===== config.mk =====
export PLATFORM = sky130hd
export DESIGN_NAME = sd_status_irq
export DESIGN_NICKNAME = d
export VERILOG_FILES = /design/src/rtl/sd_status_irq.sv
export SDC_FILE = /design/constraint.sdc
export NUM_CORES = 1
export LEC_CHECK = 0
export CORE_UTILIZATION = 27
export CTS_BUF_LIST = sky130_fd_sc_hd__clkbuf_16
export DETAILED_ROUTE_END_ITERATION = 16
export MAX_ROUTING_LAYER = met4
export PLACE_DENSITY = 0.86
export RECOVER_POWER = 25
export SLEW_MARGIN = 15
export SYNTH_ARGS = -nofsm -noshare
export SYNTH_HDL_FRONTEND = slang
export SYNTH_SLANG_ARGS = --single-unit

===== constraint.sdc =====
create_clock -name clk -period 2.33 [get_ports clk]
set_clock_uncertainty 0.2 [all_clocks]
set_input_delay 0.466 -clock clk [delete_from_list [all_inputs] [get_ports clk]]
set_output_delay 0.466 -clock clk [all_outputs]
set_load 0.1 [all_outputs]

===== src/rtl/sd_status_irq.sv =====
module sd_status_irq (
  input  logic        clk,
  input  logic        rst_n,
  input  logic [31:0] evt_i,
  input  logic [1:0]  wcrc_code_i,
  input  logic        bus_clk_run_i,
  input  logic        rd_rdy_i,
  input  logic        wr_rdy_i,
  input  logic        clr_we_i,
  input  logic [31:0] clr_data_i,
  input  logic        ien_we_i,
  input  logic [15:0] ien_data_i,
  output logic [31:0] status_o,
  output logic [15:0] ien_o,
  output logic        err_any_o,
  output logic        irq_o
);

  localparam logic [31:0] STICKY_MASK = 32'hC300_782F;
  localparam logic [31:0] ERR_MASK    = 32'h0000_002F;
  localparam logic [15:0] IEN_MASK    = 16'hE01F;

  logic [31:0] flags_q, flags_d, clr_mask;
  logic [1:0]  code_q, code_d;
  logic [15:0] ien_q, irq_src;
  logic        irq_q;

  assign clr_mask = clr_we_i ? clr_data_i : 32'h0;
  assign flags_d  = ((flags_q & ~clr_mask) | evt_i) & STICKY_MASK;
  assign code_d   = evt_i[2] ? wcrc_code_i : (flags_d[2] ? code_q : 2'b00);

  assign status_o = flags_q
                  | {21'h0, code_q, bus_clk_run_i, rd_rdy_i, wr_rdy_i, 6'h0};

  assign irq_src  = {status_o[31], status_o[30], status_o[14], 8'h00,
                     status_o[7], status_o[6], status_o[13], status_o[12],
                     status_o[11]};

  always_ff @(posedge clk) begin
    if (!rst_n) begin
      flags_q <= '0;
      code_q  <= '0;
      ien_q   <= '0;
      irq_q   <= 1'b0;
    end else begin
      flags_q <= flags_d;
      code_q  <= code_d;
      if (ien_we_i) ien_q <= ien_data_i & IEN_MASK;
      irq_q   <= |(irq_src & ien_q);
    end
  end

  assign ien_o     = ien_q;
  assign err_any_o = |(status_o & ERR_MASK);
  assign irq_o     = irq_q;

endmodule



# Yosys cells after proc, flatten, opt, wreduce, memory -nomap -nowiden
# Cells that the tools add are included.
# Widths: inputs -> output; s select.
[word_totals]
in_bits = 89
regBits = 43
out_inout_bits = 50
word_cells = 16
[classes]
bitwise_logic = 5
n_mux = 3
eq_ne = 1
reduce_logical = 2
[ops]
columns = ["op", "n"]
rows = [
  ["$and 32x32->32", 1],
  ["$mux 32", 1],
  ["$not 32->32", 1],
  ["$or 32x11->32", 1],
  ["$or 32x32->32", 1],
  ["$and 16x16->16", 1],
  ["$reduce_or 16->1", 1],
  ["$reduce_or 5->1", 1],
  ["$mux 2", 2],
  ["$ne 2x2->1 const B", 1],
]

# Depth between registers and ports, before layout
# Gate-level depths: netlist (run 1).
[logic_depth]
depth_word = 6
ltp_mapped = 4
ltp_nobuf = 3

# Worst setup path after synthesis (run 1)
# OpenSTA, ideal clock, no wires.
[synth_path]
kind = "reg-to-output"
from = "reg flags_q[2]"
to = "out err_any_o"
arrival_time_ps = 1769
path_buffers = 0
path_stages_with_launch = 3
required_ps = 1664
setup_slack_ps = -105
cell_sequence = "dfxtp_1 nor3_1 nand2_1"
[synth_via]
elab_chain_len = 2
[synth_rtl]
columns = ["element", "line", "rtl"]
rows = [
  ["start, declared", "23", "logic [31:0] flags_q, flags_d, clr_mask;"],
  ["start signal, assigned", "46", "flags_q <= flags_d;"],
  ["$or 32x11->32", "33", "| {21'h0, code_q, bus_clk_run_i, rd_rdy_i, wr_rdy_i, 6'h0};"],
  ["$reduce_or 5->1", "54", "assign err_any_o = |(status_o & ERR_MASK);"],
  ["end, declared", "15", "output logic err_any_o,"],
]
# Every way passes these cells.

# Final worst setup path (run 1)
[layout_path]
from = "in wr_rdy_i"
to = "out status_o[6]"
[layout_via]
elab_chain_len = 1
[layout_rtl]
columns = ["element", "line", "rtl"]
rows = [
  ["start, declared", "8", "input logic wr_rdy_i,"],
  ["$or 32x11->32", "33", ""],
  ["end, declared", "13", "output logic [31:0] status_o,"],
]
# Every way passes these cells.

==> results.ini, run 1 <==
[timing]
finalSetupTns_ns = 0
slew_headroom_pct = 54.9
hold_viol_final = 0
rsz0062_at_grt = false
slew_viol_final = 0
post-route-period-util_pct = 80.2
layout_min_cycle_time_ns = 1.87
worstMarginPinSlew_ns = 0.677
setup_viol = 0
fmax_mhz = 535

[finish]
final_common_cell = clkdlybuf4s50_1
fin_area_um2 = 1720
final_cell_mix = clkdlybuf4s50_1 (41), buf_4 (26), dfxtp_1 (24), nor2_1 (23), conb_1 (22)
layout-drive-gt1-share_pct = 17.3
layout.nets = 281
num_antenna_cells = 0
area_growth_pct = 61.5

[critical_path]
cp-start-kind = input pin
worst-endpoint-arrival_ns = 1.20
path_buf_inv = 2
r2r-start = flags_q[2]
r2r_end = code_q[0]
cp_top_family = buffers and inverters
required_ns = 1.66
reg2reg_depth = 3
path_cells = clkdlybuf4s50_1 > buf_12
crit_type = input pin to primary output
critPathSlowestCell = clkdlybuf4s50_1
path_max_fanout = 2
slowest_delay_ns = 0.54
end_kind = primary output
r2r_slack_ns = 1.28

[floorplan]
die_area_um2 = 4210
ioPinCount = 139
rows = 22
core-area_um2 = 3720
die-width_um = 64.9
start_util_pct = 28.7
die_h_um = 64.9

[synth]
syn_inst = 124
ys_seq_area_share_pct = 45.0
async_flop_share_pct = 0
syn-cell-area_um2 = 1070
synth-main-ff-cell = dfxtp_1
synth.distinct_cells = 15
synth_edf_count = 0
synth.avg_cell_area_um2 = 8.61
synth_top_area_share_pct = 45.0
synth-seq-cells = 24
yosysWarnings = 0
synth_top_area_cell = dfxtp_1
synthTopCellsByArea = dfxtp_1 (45%), buf_4 (18%), nor2_1 (8.1%)

[clock_network]
postCtsSetupBuffers = 0
hold_buffers = 0
cts_resized = 0
clk_pin_slew_ns = 0.06
root_buffer = clkbuf_16
cts_tree = yes
cts_buffer_depth = 2
clock_latency_ns = 0.25
clock_sinks = 24
numCtsBuffers = 3
cts_max_level = 1

[outcome]
status = completed

[routing]
drt_iter0_markers = 39
first_pass_iters = 4
num_vias = 963
detail-route-antenna-nets = 0
drt_wl_total_um = 2620
wl_per_cell_um = 11.0
drc_errors = 0
vias_per_cell = 4.03

[placed_design]
placed_cell_area_um2 = 1650
routabilityCongestion = 0.718
portBuffers = 68
hpwl_um = 2110

[worst_hold_path]
holdPathEnd = flags_q[25]
holdPathStages = 2
hold_path_startpoint = flags_q[25]
hp-class = register to register

[power]
power_density_nw_per_um2 = 802
power.switching_uw = 588
ir_drop_mv = 0.262
sw_frac_of_total_pct = 42.5
p_int_uw = 795
p_seq_share_pct = 33.2
comb_power_share_pct = 40.4
power_leakage_uw = 0.000785
pwr-share-clk_pct = 26.4

[grt]
antenna_found_initial = 0
grt_pass1_wl_um = 4240
grt_max_degree = 15
grt_pass1_vias = 923
grt_util_all_layers_pct = 13.6
globalRouteOverflowTotal = 0

[flow_run]
drv_cap = 0

==> cells in the mapped netlist, types with 2 or more instances <==
cell type  count
buf_4         26
dfxtp_1       24
nor2_1        23
nand2_1       15
a21oi_1       14
mux2i_1        8
a22oi_1        4
buf_2          2
nand3b_1       2
==> power by group through the flow <==
stage	clock network [uW]	registers [uW]	logic [uW]
6_report	366	459	558
5_1_grt	401	463	578
4_1_cts	381	459	563
3_5_place_dp	0	468	562
3_3_place_gp	0	467	559
2_1_floorplan	0	661	269
==> area by class of cell <==
class                           count  area, um2
Clock buffer                        3       75.1
Tap cell                           48       60.1
Clock inverter                      1       3.75
Fill cell                         386       1990
Inverter                            1       3.75
Sequential cell                    24        480
Multi-Input combinational cell     91        448
Timing Repair Buffer               71        653
==> cell families after synthesis <==
group	count (synthesis)	synth area share, %
and+or+nand+nor	41	15.2
buffers and inverters	30	20.6
DFF	24	45.0
AOI/OAI and AO/OA	20	11.3
muxes	8	7.50
other	1	0.351
==> sequential cells by signal, indices dropped and copies added (netlist names) <==
register and flops:
code_q 2, flags_q 13, ien_o 8, irq_o 1
==> metal layers <==
| metal | share of wire (%) | wire [um] | vias to the layer above | track usage [%] |
|---|---|---|---|---|
| met4 | 1.1 | 30 | 0 | 5.56 |
| met1 | 43 | 1120 | 409 | 16.0 |
| met2 | 48 | 1250 | 54 | 21.5 |
| met3 | 8.5 | 224 | 4 | 4.05 |
| met5 | 0 | 0 | - | - |
| li1 | - | - | 496 | - |
==> metrics by stage <==
stage | util (%) | total power [uW] | hold WS, ns | setup WS [ns] | cells
finish | 46.4 | 1380 | 0.292 | 0.462 | 239
global route | 46.4 | 1440 | 0.319 | 0.279 | 239
CTS | 46.6 | 1400 | 0.294 | 0.462 | 239
detailed placement | 44.5 | 1030 | 0.279 | 0.398 | 235
global placement | 44.5 | 1030 | 0.268 | 0.439 | 235
floorplan | - | 930 | 0.383 | 0.125 | 145
==> how the worst max path moves through the flow <==
| stage | from | to | slack, ns | depth (start not counted) |
|---|---|---|---|---|
| 3_5_place_dp | ien_we_i | ien_o[14] | 0.40 | 3 |
| 3_3_place_gp | ien_we_i | ien_o[14] | 0.44 | 3 |
| 4_1_cts | wr_rdy_i | status_o[6] | 0.46 | 2 |
| 5_1_grt | clr_we_i | flags_q[12] | 0.28 | 5 |
| 2_1_floorplan | flags_q[2] | err_any_o | 0.12 | 2 |
| 6_report | wr_rdy_i | status_o[6] | 0.46 | 2 |
Note: power is estimated with default switching activity, not from simulation.
==> inputs of run 2 (changes only) <==
Settings changed: CORE_UTILIZATION 27 to 25, PLACE_DENSITY 0.86 to 0.8.
Clock period 2.33 ns to 1.85 ns, I/O delays scaled along.
==> results.ini, run 2 (same netlist as run 1, synthesis figures left out) <==
[outcome]
status = completed

[timing]
hold_viol_final = 0  ; unchanged
fmax_mhz = 573
slew_headroom_pct = 60.5  ; +5.6 points
setup_viol = 0  ; unchanged
worstMarginPinSlew_ns = 0.592  ; -0.0844 ns
finalSetupTns_ns = 0  ; unchanged
rsz0062_at_grt = false
slew_viol_final = 0  ; unchanged
worst_hold_slack_ns = 0.305  ; +0.0129 ns
post-route-period-util_pct = 94.3
layout_min_cycle_time_ns = 1.74
timing.final.ws_setup_ns = 0.105  ; -0.356 ns

[routing]
detail-route-antenna-nets = 0  ; unchanged
drt_iter0_markers = 14  ; -64%
first_pass_iters = 4  ; unchanged
vias_per_cell = 4.12  ; +2.3%
num_vias = 993  ; +3.1%
drt_wl_total_um = 2610  ; -0.38%
drc_errors = 0  ; unchanged
wl_per_cell_um = 10.8  ; -1.2%

[finish]
layout-drive-gt1-share_pct = 20.9  ; +3.7 points
largest_reg_flops = 13  ; unchanged
final_cell_mix = clkdlybuf4s50_1 (40), buf_12 (25), nor2_1 (23), conb_1 (22), dfxtp_1 (19)
final_common_cell = clkdlybuf4s50_1
final_cells = 241  ; +0.84%
layout.nets = 282  ; +0.36%
num_antenna_cells = 0  ; unchanged
regMostFlops = flags_q
fin_util_pct = 49.8  ; +3.4 points
area_growth_pct = 89.3

[floorplan]
die_area_um2 = 4530  ; +7.8%
rows = 23  ; +4.5%
die_h_um = 67.3  ; +3.8%
core-area_um2 = 4060  ; +9.2%
die-width_um = 67.3  ; +3.8%
ioPinCount = 139  ; unchanged
start_util_pct = 26.3  ; -2.4 points

[critical_path]
path_max_fanout = 2  ; unchanged
slowest_delay_ns = 0.61  ; +0.07 ns
crit_type = input pin to primary output
worst-endpoint-arrival_ns = 1.17  ; -0.03 ns
path_buf_inv = 2  ; unchanged
cp-start-kind = input pin
critPathSlowestCell = dlygate4sd3_1
end_kind = primary output
required_ns = 1.28  ; -0.38 ns
cp_num_cells = 2  ; unchanged
cp_top_family = buffers and inverters
path_cells = dlygate4sd3_1 > buf_12
reg2reg_depth = 3  ; unchanged

[placed_design]
routabilityCongestion = 0.650  ; -9.5%
place_worst_setup_slack_ns = 0.171  ; -0.226 ns
placed_cells = 238  ; +1.3%
portBuffers = 68  ; unchanged
hpwl_um = 2160  ; +2.5%

[clock_network]
clk_pin_slew_ns = 0.06  ; about the same
numCtsBuffers = 3  ; unchanged
postCtsSetupBuffers = 0  ; unchanged
cts_max_level = 1  ; unchanged
cts_resized = 0  ; unchanged
hold_buffers = 0  ; unchanged
clock_latency_ns = 0.25  ; about the same
root_buffer = clkbuf_16
clock_sinks = 24  ; unchanged
cts_buffer_depth = 2  ; unchanged
cts_tree = yes

[flow_run]
drv_cap = 0  ; unchanged

[grt]
globalRouteOverflowTotal = 0  ; unchanged
grt_util_all_layers_pct = 12.2  ; -1.4 points
grt_pass1_vias = 892  ; -3.4%
grt_pass1_wl_um = 3970  ; -6.4%
grt_max_degree = 16  ; +1
antenna_found_initial = 0  ; unchanged

[power]
p_seq_share_pct = 32.5  ; -0.7 points
power.switching_uw = 751  ; +28%
comb_power_share_pct = 42.9  ; +2.5 points
p_int_uw = 1080  ; +36%
pwr-share-clk_pct = 24.7  ; -1.7 points
sw_frac_of_total_pct = 41.1  ; -1.5 points
power_leakage_uw = 0.000876  ; +12%
power_density_nw_per_um2 = 905  ; +13%
ir_drop_mv = 0.323  ; +23%

[worst_hold_path]
holdPathStages = 2  ; unchanged
hp-class = register to register

[run 2: through the flow]
stage	power [uW]	instance area (um2)
finish	1830	2020
global route	1900	2020
CTS	1870	2060
detailed placement	1410	1980
global placement	1400	1980
floorplan	1170	1150
[run 2: worst min-delay path, stage by stage, from the launching register on]
cell and delay, ns:
dfxtp_2 0.34, a21oi_1 0.06, nor2_1 0.08
[run 2: path summary, 6_finish.rpt]
| kind | startpoint | endpoint | slack [ns] |
|---|---|---|---|
| hold reg to reg | flags_q[5] | flags_q[5] | 0.30 |
| hold / removal | flags_q[5] | flags_q[5] | 0.30 |
| setup / recovery | wr_rdy_i | status_o[6] | 0.11 |
| setup reg to reg | flags_q[2] | code_q[0] | 0.78 |
[run 2: cell type report]
cell class,count,area [um2]
well taps,50,62.6
clock buffers,3,75.1
inverters,1,3.75
flip-flops and latches,24,487
fillers,378,2040
multi-input cells,91,448
repair buffers,72,945
[run 2: metal layers]
layer | global-route usage, % | share of wire (%) | vias up
met4 | 5.32 | 1.0 | 0
met3 | 3.21 | 7.4 | 4
met1 | 13.7 | 41 | 446
met2 | 20.1 | 51 | 50
met5 | - | 0 | -
li1 | - | - | 493
[run 2: power by group through the flow]
stage               sequential [uW]  combinational (uW)  clock (uW)
detailed placement              608                 800           0
CTS                             597                 801         475
finish                          594                 784         451
floorplan                       835                 339           0
global placement                607                 796           0
global route                    599                 809         490
